## src/rtl/serial_switch_pkg.sv

```systemverilog
package serial_switch_pkg;

    typedef enum logic {
        FS_IDLE  = 1'b0,
        FS_FRAME = 1'b1
    } fstate_t;

    // Register position of channel index idx (0-based) in an n-bit word:
    // even channels (odd idx) fill the upper half, odd channels the lower.
    function automatic int unsigned reg_pos(input int unsigned idx, input int unsigned n);
        if (idx % 2 == 1)
            return n - 1 - (idx - 1) / 2;
        else
            return n / 2 - 1 - idx / 2;
    endfunction

endpackage

```

## src/rtl/pin_sync.sv

```systemverilog
module pin_sync #(
    parameter int unsigned W = 1,
    parameter logic [W-1:0] RST_VAL = '0
) (
    input  logic         clk,
    input  logic         rst_n,
    input  logic [W-1:0] d,
    output logic [W-1:0] q,
    output logic [W-1:0] q_prev
);
    genvar g;
    generate
        for (g = 0; g < W; g++) begin : g_bit
            logic s1, s2, s3;
            always_ff @(posedge clk or negedge rst_n) begin
                if (!rst_n) begin
                    s1 <= RST_VAL[g];
                    s2 <= RST_VAL[g];
                    s3 <= RST_VAL[g];
                end else begin
                    s1 <= d[g];
                    s2 <= s1;
                    s3 <= s2;
                end
            end
            assign q[g]      = s2;
            assign q_prev[g] = s3;
        end
    endgenerate
endmodule

```

## src/rtl/frame_engine.sv

```systemverilog
module frame_engine
    import serial_switch_pkg::*;
#(
    parameter int unsigned N = 8
) (
    input  logic         clk,
    input  logic         rst_n,
    input  logic         cs_s,
    input  logic         cs_p,
    input  logic         sck_s,
    input  logic         sck_p,
    input  logic         mosi_s,
    input  logic [N-1:0] stat_word,
    output logic [N-1:0] latch,
    output logic         miso,
    output logic         miso_oe
);
    localparam int unsigned CW = $clog2(N + 1);
    localparam logic [CW-1:0] FULL = CW'(N);

    fstate_t       state, nxt;
    logic [N-1:0]  sr;
    logic [CW-1:0] cnt;
    logic          miso_q;

    logic cs_fall, cs_rise, sck_fall, sck_rise;
    assign cs_fall  =  cs_p & ~cs_s;
    assign cs_rise  = ~cs_p &  cs_s;
    assign sck_fall =  sck_p & ~sck_s;
    assign sck_rise = ~sck_p &  sck_s;

    always_comb begin
        nxt = state;
        unique case (state)
            FS_IDLE:  if (cs_fall) nxt = FS_FRAME;
            FS_FRAME: if (cs_rise) nxt = FS_IDLE;
        endcase
    end

    always_ff @(posedge clk or negedge rst_n) begin
        if (!rst_n) state <= FS_IDLE;
        else        state <= nxt;
    end

    always_ff @(posedge clk or negedge rst_n) begin
        if (!rst_n) begin
            sr     <= '0;
            cnt    <= '0;
            latch  <= '0;
            miso_q <= 1'b0;
        end else begin
            unique case (state)
                FS_IDLE: begin
                    if (cs_fall) begin
                        sr     <= stat_word;
                        cnt    <= '0;
                        miso_q <= stat_word[N-1];
                    end
                end
                FS_FRAME: begin
                    if (cs_rise) begin
                        if (cnt == FULL) latch <= sr;
                    end else begin
                        if (sck_fall) begin
                            sr  <= {sr[N-2:0], mosi_s};
                            cnt <= (cnt == FULL) ? CW'(1) : cnt + 1'b1;
                        end
                        if (sck_rise) miso_q <= sr[N-1];
                    end
                end
            endcase
        end
    end

    assign miso    = miso_q;
    assign miso_oe = (state == FS_FRAME);


    cnt_range_chk: assert property (@(posedge clk) disable iff (!rst_n)
        cnt <= FULL);


    latch_hold_chk: assert property (@(posedge clk) disable iff (!rst_n)
        (state == FS_FRAME && cs_rise && cnt != FULL) |=> $stable(latch));


    commit_chk: assert property (@(posedge clk) disable iff (!rst_n)
        (state == FS_FRAME && cs_rise && cnt == FULL) |=> (latch == $past(sr)));


    status_load_chk: assert property (@(posedge clk) disable iff (!rst_n)
        (state == FS_IDLE && cs_fall) |=> (sr == $past(stat_word) && cnt == '0));


    oe_release_chk: assert property (@(posedge clk) disable iff (!rst_n)
        (state == FS_FRAME && cs_rise) |=> !miso_oe);
endmodule

```

## src/rtl/chan_mixer.sv

```systemverilog
module chan_mixer
    import serial_switch_pkg::*;
#(
    parameter int unsigned N    = 8,
    parameter int unsigned NPAR = 2
) (
    input  logic            clk,
    input  logic            rst_n,
    input  logic [N-1:0]    latch,
    input  logic [NPAR-1:0] par_n_s,
    input  logic [N-1:0]    ovl_off,
    output logic [N-1:0]    chan_en
);
    logic [N-1:0] want;

    genvar g;
    generate
        for (g = 0; g < N; g++) begin : g_ch
            localparam int unsigned P = reg_pos(g, N);
            if (g < NPAR) begin : g_par
                assign want[g] = latch[P] | ~par_n_s[g];
            end else begin : g_ser
                assign want[g] = latch[P];
            end
        end
    endgenerate

    always_ff @(posedge clk or negedge rst_n) begin
        if (!rst_n) chan_en <= '0;
        else        chan_en <= want & ~ovl_off;
    end


    ovl_force_chk: assert property (@(posedge clk) disable iff (!rst_n)
        (|ovl_off) |=> ((chan_en & $past(ovl_off)) == '0));


    par_on_chk: assert property (@(posedge clk) disable iff (!rst_n)
        (!par_n_s[0] && !ovl_off[0]) |=> chan_en[0]);
endmodule

```

## src/rtl/serial_switch_ctl.sv

```systemverilog
module serial_switch_ctl
    import serial_switch_pkg::*;
#(
    parameter int unsigned N    = 8,
    parameter int unsigned NPAR = 2
) (
    input  logic            clk,
    input  logic            arst_n,
    input  logic            uv_flag,
    input  logic            cs_n,
    input  logic            sck,
    input  logic            mosi,
    input  logic [NPAR-1:0] par_n,
    input  logic [N-1:0]    stat_in,
    input  logic [N-1:0]    ovl_off,
    output logic [N-1:0]    chan_en,
    output logic            miso,
    output logic            miso_oe
);
    localparam int unsigned SW = 3 + NPAR;
    localparam logic [SW-1:0] SRST = {{NPAR{1'b1}}, 1'b0, 1'b0, 1'b1};

    logic rst_n;
    assign rst_n = arst_n & ~uv_flag;

    logic [SW-1:0] s_q, s_p;
    pin_sync #(.W(SW), .RST_VAL(SRST)) u_sync (
        .clk    (clk),
        .rst_n  (rst_n),
        .d      ({par_n, mosi, sck, cs_n}),
        .q      (s_q),
        .q_prev (s_p)
    );

    logic [N-1:0] stat_word;
    genvar g;
    generate
        for (g = 0; g < N; g++) begin : g_map
            assign stat_word[reg_pos(g, N)] = stat_in[g];
        end
    endgenerate

    logic [N-1:0] latch;
    frame_engine #(.N(N)) u_frame (
        .clk       (clk),
        .rst_n     (rst_n),
        .cs_s      (s_q[0]),
        .cs_p      (s_p[0]),
        .sck_s     (s_q[1]),
        .sck_p     (s_p[1]),
        .mosi_s    (s_q[2]),
        .stat_word (stat_word),
        .latch     (latch),
        .miso      (miso),
        .miso_oe   (miso_oe)
    );

    chan_mixer #(.N(N), .NPAR(NPAR)) u_mix (
        .clk     (clk),
        .rst_n   (rst_n),
        .latch   (latch),
        .par_n_s (s_q[SW-1:3]),
        .ovl_off (ovl_off),
        .chan_en (chan_en)
    );
endmodule

```

## config.mk

```make
export PLATFORM = sky130hd
export DESIGN_NAME = serial_switch_ctl
export DESIGN_NICKNAME = d
export VERILOG_FILES = /design/src/rtl/serial_switch_pkg.sv /design/src/rtl/pin_sync.sv /design/src/rtl/frame_engine.sv /design/src/rtl/chan_mixer.sv /design/src/rtl/serial_switch_ctl.sv
export SDC_FILE = /design/constraint.sdc
export NUM_CORES = 1
export LEC_CHECK = 0
export BUFFER_PORTS_ARGS = -buffer_cell sky130_fd_sc_hd__buf_2
export CORE_MARGIN = 1.5
export CORE_UTILIZATION = 45
export CTS_CLUSTER_SIZE = 28
export DETAILED_ROUTE_END_ITERATION = 8
export PLACE_DENSITY = 0.7
export SYNTH_ARGS = -nofsm -noshare
export SYNTH_HDL_FRONTEND = slang
export SYNTH_HIERARCHICAL = 1
export SYNTH_SLANG_ARGS = --single-unit
```

## constraint.sdc

```tcl
create_clock -name clk -period 1.7 [get_ports clk]
set_input_delay 0.34 -clock clk [delete_from_list [all_inputs] [get_ports clk]]
set_output_delay 0.34 -clock clk [all_outputs]
set_load 0.1 [all_outputs]
```

==> metrics.csv, run 1 <==
stage,metric,value,unit
yosys,ys_warn_count,6,
floorplan,ios,34,
sta,fmax,619.0,MHz
drt,wl_per_cell,13.26,µm
finish,final_cell_area,0.002053,mm²
finish,final_common_cell,dfrtp_1,
clock_network,clock_path_buffers,2,
finish,final_cells,213,
global_route,use_met3,4.225,%
clock_network,clock_sinks,42,
global_route,grt_usage,15.95,%
sta,min_period,1.615,ns
pwr,p_comb_share,18.5,%
critical_path,worst-path-buf-inv,1,
global_route,use_met1,18.85,%
global_route,grt_max_degree,43,
critical_path,cp_slowest_cell,dfstp_2,
floorplan,core-area,0.003633,mm²
finish,area_growth_syn_to_layout,22.10,%
yosys,synth_area,0.001682,mm²
pwr,p_sw,674.5,µW
finish,fillers,331,
critical_path,crit_chain,"nand2b_2, nor4b_4, buf_6, mux2_2",
clock_network,clock_latency,0.29,ns
finish,final_nets,190,
placed_design,placed_cells,204,
sta,hold_viol_final,0,
critical_path,slowest_delay,0.57,ns
floorplan,start_util,46.28,%
placed_design,gp_congestion,0.6856,
pwr,power_density,1178,mW/mm²
pwr,p_sw_share,27.89,%
drt,viasPerCell,4.887,
drt,ant_nets,0,
critical_path,critPathArrivalTime,1.79,ns
job,timing.max_cap.violations,0,
floorplan,die_h,64.13,µm
finish,multi_input_area,548.0,µm²
finish,final_util,56.51,%
clock_network,cts-root-buf,clkbuf_8,
sta,setup_violations,0,
yosys,syn_inst,128,
sta,period_share,95.03,%
sta,grt_setup_unrepaired,false,
sta,skew,0.007400,ns
critical_path,critPathMaxFanout,8,
yosys,synth_fp_nets,154,
drt,dr.pass1.iters,4,
worst_hold_path,hold_path_class,primary input to asynchronous set/reset pin,
floorplan,die-width,64.13,µm
global_route,grt.met2_usage,26.30,%
floorplan,dieArea,0.004113,mm²
pwr,ir_drop,0.0005653,V
finish,diodes,0,
global_route,top_usage_layer,met2,
critical_path,start_kind,flip-flop,
global_route,first_global_vias,1093,
finish,ff_latch_area,0.001064,mm²
placed_design,dp_hpwl,1939,µm
global_route,grt_overflow_total,0,
clock_network,path_clk_slew,0.08,ns
drt,vias,1041,
sta,tightest_slew,0.5096,ns
global_route,antenna_found_initial,0,
finish,drive_above_1_share,43.03,%
floorplan,row_count,22,
placed_design,dpl_cell_area,0.001912,mm²
finish,layout_common_cells,"dfrtp_1 (34), buf_2 (32), nand2_1 (10), o21ai_0 (10), mux2i_1 (9)",
critical_path,endpoint_kind,flip-flop,
critical_path,cp_data_required_time,1.87,ns
pwr,power.internal,1.744,mW
sta,fin_setup_tns,0,ns
pwr,power_frac_clock,31.3,%
clock_network,cts_inserted_buffers,5,
critical_path,path_class,flip-flop to flip-flop,
clock_network,htree_levels,2,
sta,drv_slew,0,
sta,relSlewSlack,65.92,%
pwr,seqPwrFrac,50.2,%
critical_path,cpLargestDelayFamily,flip-flops,
pwr,p_leak,1.020,nW
global_route,grt_pass1_wl,4864,µm
drt,drc,0,
clock_network,cts_hold_buf,0,
placed_design,port_buffers,33,
drt,drt-total-wl,2825,µm
clock_network,cts_tree,built,
drt,drt_iter0_drc,29,
status,status,finished clean,
yosys,syn_avg_cell_area,13.14,µm²
==> registers in the layout (all words and copies together) (netlist names) <==
signal           count
u_frame/latch        8
u_frame/sr           8
u_mix/chan_en        8
u_sync/g_bit.s1      5
u_sync/g_bit.s2      5
u_frame/cnt          4
u_sync/g_bit.s3      2
u_frame/miso         1
u_frame/miso_oe      1
==> tightest hold or removal path, cell delays in order <==
cell and delay, ns:
buf_2 0.07, nor2b_4 0.15, buf_12 0.24
==> final cells by class <==
cell class,count,area share [%]
flip-flops and latches,42,51.80
clock buffers,7,3.717
well taps,48,2.925
clock inverters,1,1.463
multi-input cells,68,26.69
repair buffers,40,12.13
inverters,7,1.280
==> power by group through the flow <==
stage                     Clock [mW]  Combinational (mW)  Sequential [mW]
after detailed placement           0               0.432             1.23
after global placement             0               0.414             1.22
after CTS                      0.777               0.436             1.21
final                          0.756               0.448             1.21
after global routing           0.818               0.498             1.23
after floorplan                    0               0.218             1.31
==> routing by layer <==
layer / share of wire, % / wire (µm)
met1: 42 / 1181
met2: 52 / 1476
met3: 4.1 / 117
met4: 1.8 / 50
met5: 0 / 0
==> worst paths after layout <==
check                                      to  slack (ns)                from  depth (start not counted)
max in group asynchronous  u_sync/g_bit[0].s3        1.29             uv_flag                          3
hold / removal                  u_frame/sr[5]        0.14              arst_n                          3
setup / recovery             u_frame/latch[0]        0.08  u_sync/g_bit[0].s2                          4
setup reg to reg             u_frame/latch[0]        0.08  u_sync/g_bit[0].s2                          4
hold reg to reg            u_sync/g_bit[1].s2        0.35  u_sync/g_bit[1].s1                          0
min in group clk           u_sync/g_bit[3].s1        0.14            par_n[0]                          1
==> timing repair <==
action                     in CTS  in global routing
resized for setup               2                  4
setup endpoints to repair       6                 19
hold endpoints to repair        0                  0
pin swaps                       0                  2
setup buffers                   0                  1
==> per-stage QoR <==
stage / setup slack (ns) / hold slack [ns] / power (mW)
detailed placement: -0.005293 / 0.3389 / 1.664
global route: 0.03090 / 0.1281 / 2.551
floorplan: -0.009517 / 0.3312 / 1.530
global placement: 0.06086 / 0.3355 / 1.637
finish: 0.08454 / 0.1411 / 2.418
CTS: 0.01325 / 0.1327 / 2.428
No activity file was read; power rests on OpenSTA's default activity.
==> run 2, diff against run 1 <==
--- a/config.mk
+++ b/config.mk
@@ -6,7 +6,8 @@
 export NUM_CORES = 1
 export LEC_CHECK = 0
 export BUFFER_PORTS_ARGS = -buffer_cell sky130_fd_sc_hd__buf_2
-export CORE_MARGIN = 1.5
+export CAP_MARGIN = 20
+export CORE_MARGIN = 2
 export CORE_UTILIZATION = 45
 export CTS_CLUSTER_SIZE = 28
 export DETAILED_ROUTE_END_ITERATION = 8
==> metrics.csv, run 2 (synthesized netlist as in run 1, its figures left out) <==
stage,metric,value,unit,change
critical_path,cp_data_required_time,1.88,ns,about the same
sta,period_share,96.74,%,+1.7 points
sta,grt_setup_unrepaired,false,,
sta,min_period,1.645,ns,+0.02917 ns
critical_path,critPathMaxFanout,8,,unchanged
floorplan,dieArea,0.004242,mm²,+3.1%
global_route,grt_pass1_wl,4761,µm,-2.1%
critical_path,cp_slowest_cell,dfstp_2,,
clock_network,cts-root-buf,clkbuf_8,,
critical_path,cp-endpoint,u_frame/latch[1],,
finish,area_growth_syn_to_layout,20.31,%,
global_route,grt_max_degree,20,,-53%
critical_path,critPathLaunch,u_sync/g_bit[0].s2,,
global_route,first_global_vias,1053,,-3.7%
pwr,p_leak,1.013,nW,-0.65%
critical_path,crit_chain,"nand2b_2, nor4b_4, buf_6, mux2_2",,
global_route,antenna_found_initial,0,,unchanged
floorplan,start_util,46.28,%,unchanged
global_route,grt_usage,15.35,%,-0.60 points
critical_path,reg2reg_to,u_frame/latch[1],,
finish,final_util,55.68,%,-0.83 points
status,status,finished clean,,
sta,setup_violations,0,,unchanged
job,timing.max_cap.violations,0,,unchanged
clock_network,cts_tree,built,,
critical_path,r2r_start,u_sync/g_bit[0].s2,,
placed_design,dpl_cell_area,0.001899,mm²,-0.65%
critical_path,path_class,flip-flop to flip-flop,,
sta,tightest_slew,0.5038,ns,-0.005730 ns
sta,fin_setup_tns,0,ns,unchanged
placed_design,port_buffers,33,,unchanged
clock_network,htree_levels,2,,unchanged
floorplan,die-width,65.13,µm,+1.6%
drt,drt_iter0_drc,45,,+55%
finish,largest_registers,"u_frame/latch (8), u_frame/sr (8), u_mix/chan_en (8)",,
clock_network,cts_inserted_buffers,5,,unchanged
critical_path,slowest_delay,0.57,ns,about the same
finish,final_nets,190,,unchanged
drt,wl_per_cell,13.09,µm,-1.3%
sta,relSlewSlack,66.30,%,+0.38 points
critical_path,rrSetupSlack,0.06,ns,-0.03 ns
placed_design,place_ws,-0.04798,ns,-0.04269 ns
finish,final_common_cell,dfrtp_1,,
placed_design,dp_hpwl,1950,µm,+0.57%
finish,multi_input_area,545.5,µm²,-0.46%
placed_design,gp_congestion,0.7340,,+7.1%
sta,skew,0.003155,ns,-0.004244 ns
pwr,power_density,1139,mW/mm²,-3.3%
floorplan,row_count,22,,unchanged
drt,drt-total-wl,2789,µm,-1.3%
clock_network,path_clk_slew,0.08,ns,about the same
finish,layout_common_cells,"dfrtp_1 (34), buf_2 (32), nand2_1 (10), o21ai_0 (10), mux2i_1 (9)",,
worst_hold_path,hold_path_class,primary input to asynchronous set/reset pin,,
pwr,power,2.305,mW,-4.7%
drt,drc,0,,unchanged
sta,drv_slew,0,,unchanged
global_route,grt_overflow_total,0,,unchanged
finish,ff_latch_area,0.001064,mm²,unchanged
critical_path,rr_worst_depth,4,,unchanged
drt,dr.pass1.iters,4,,unchanged
clock_network,clock_path_buffers,2,,unchanged
finish,drive_above_1_share,43.03,%,unchanged
sta,fmax,608.0,MHz,-1.8%
floorplan,die_h,65.13,µm,+1.6%
critical_path,start_kind,flip-flop,,
clock_network,clock_latency,0.29,ns,about the same
drt,vias,1049,,+0.77%
critical_path,critPathArrivalTime,1.82,ns,+0.03 ns
floorplan,ios,34,,unchanged
finish,diodes,0,,unchanged
sta,hold_viol_final,0,,unchanged
critical_path,endpoint_kind,flip-flop,,
pwr,ir_drop,0.0005414,V,-4.2%
floorplan,core-area,0.003633,mm²,unchanged
drt,ant_nets,0,,unchanged
clock_network,clock_sinks,42,,unchanged
finish,final_cell_area,0.002023,mm²,-1.5%
finish,fillers,319,,-3.6%
sta,setup_ws,0.05536,ns,-0.02917 ns
drt,viasPerCell,4.925,,+0.77%
[run 2: changes by cell type in the layout (fill, tap and decap cells not counted), sizes merged]
cell | before | now
bufinv | 1 | 0
clkinv | 0 | 1
[run 2: power by group]
group | total [mW] | switching [mW] | internal, mW
clock | 0.656 | 0.328 | 0.328
sequential | 1.21 | 0.0923 | 1.12
combinational | 0.434 | 0.263 | 0.171
[run 2: worst min path at each step]
stage                        from                  to  slack [ns]  depth (start not counted)
2_1_floorplan  u_sync/g_bit[1].s1  u_sync/g_bit[1].s2        0.33                          0
3_3_place_gp   u_sync/g_bit[1].s1  u_sync/g_bit[1].s2        0.33                          0
3_5_place_dp   u_sync/g_bit[1].s1  u_sync/g_bit[1].s2        0.34                          0
4_1_cts                    arst_n    u_mix/chan_en[5]        0.09                          2
5_1_grt                    arst_n    u_mix/chan_en[7]        0.10                          2
6_report                   arst_n    u_mix/chan_en[5]        0.08                          2
[run 2: stage by stage]
stage / hold slack (ns) / cells
3_5_place_dp: 0.3364 / 204
4_1_cts: 0.08953 / 213
2_1_floorplan: 0.3312 / 128
5_1_grt: 0.1016 / 213
3_3_place_gp: 0.3326 / 204
6_report: 0.07535 / 213
[run 2: cell type report]
type                       count  share of cell area (%)
tap                           48                   2.968
clock inverter                 1                  0.2474
multi-input combinational     68                   26.96
sequential                    42                   52.57
inverter                       7                   1.299
timing repair buffer          40                   11.69
clock buffer                   7                   4.267
[run 2: timing repair]
item                       in CTS  in global routing
hold buffers                    0                  0
pin swaps                       0                  1
resized for setup               3                  2
setup endpoints to repair      17                  8
setup buffers                   1                  0
[run 2: routing by layer]
metal	track usage, %	wire length [µm]
met5	0	0
met2	26.55	1449
met4	7.031	55
met1	16.70	1112
met3	5.822	172
[run 2: worst max-delay path, delay by kind of cell, from the launching register on]
kind,cells,cell delay [ns]
DFF,1,0.57
and+or+nand+nor,2,0.42
muxes,1,0.35
buffers and inverters,1,0.19
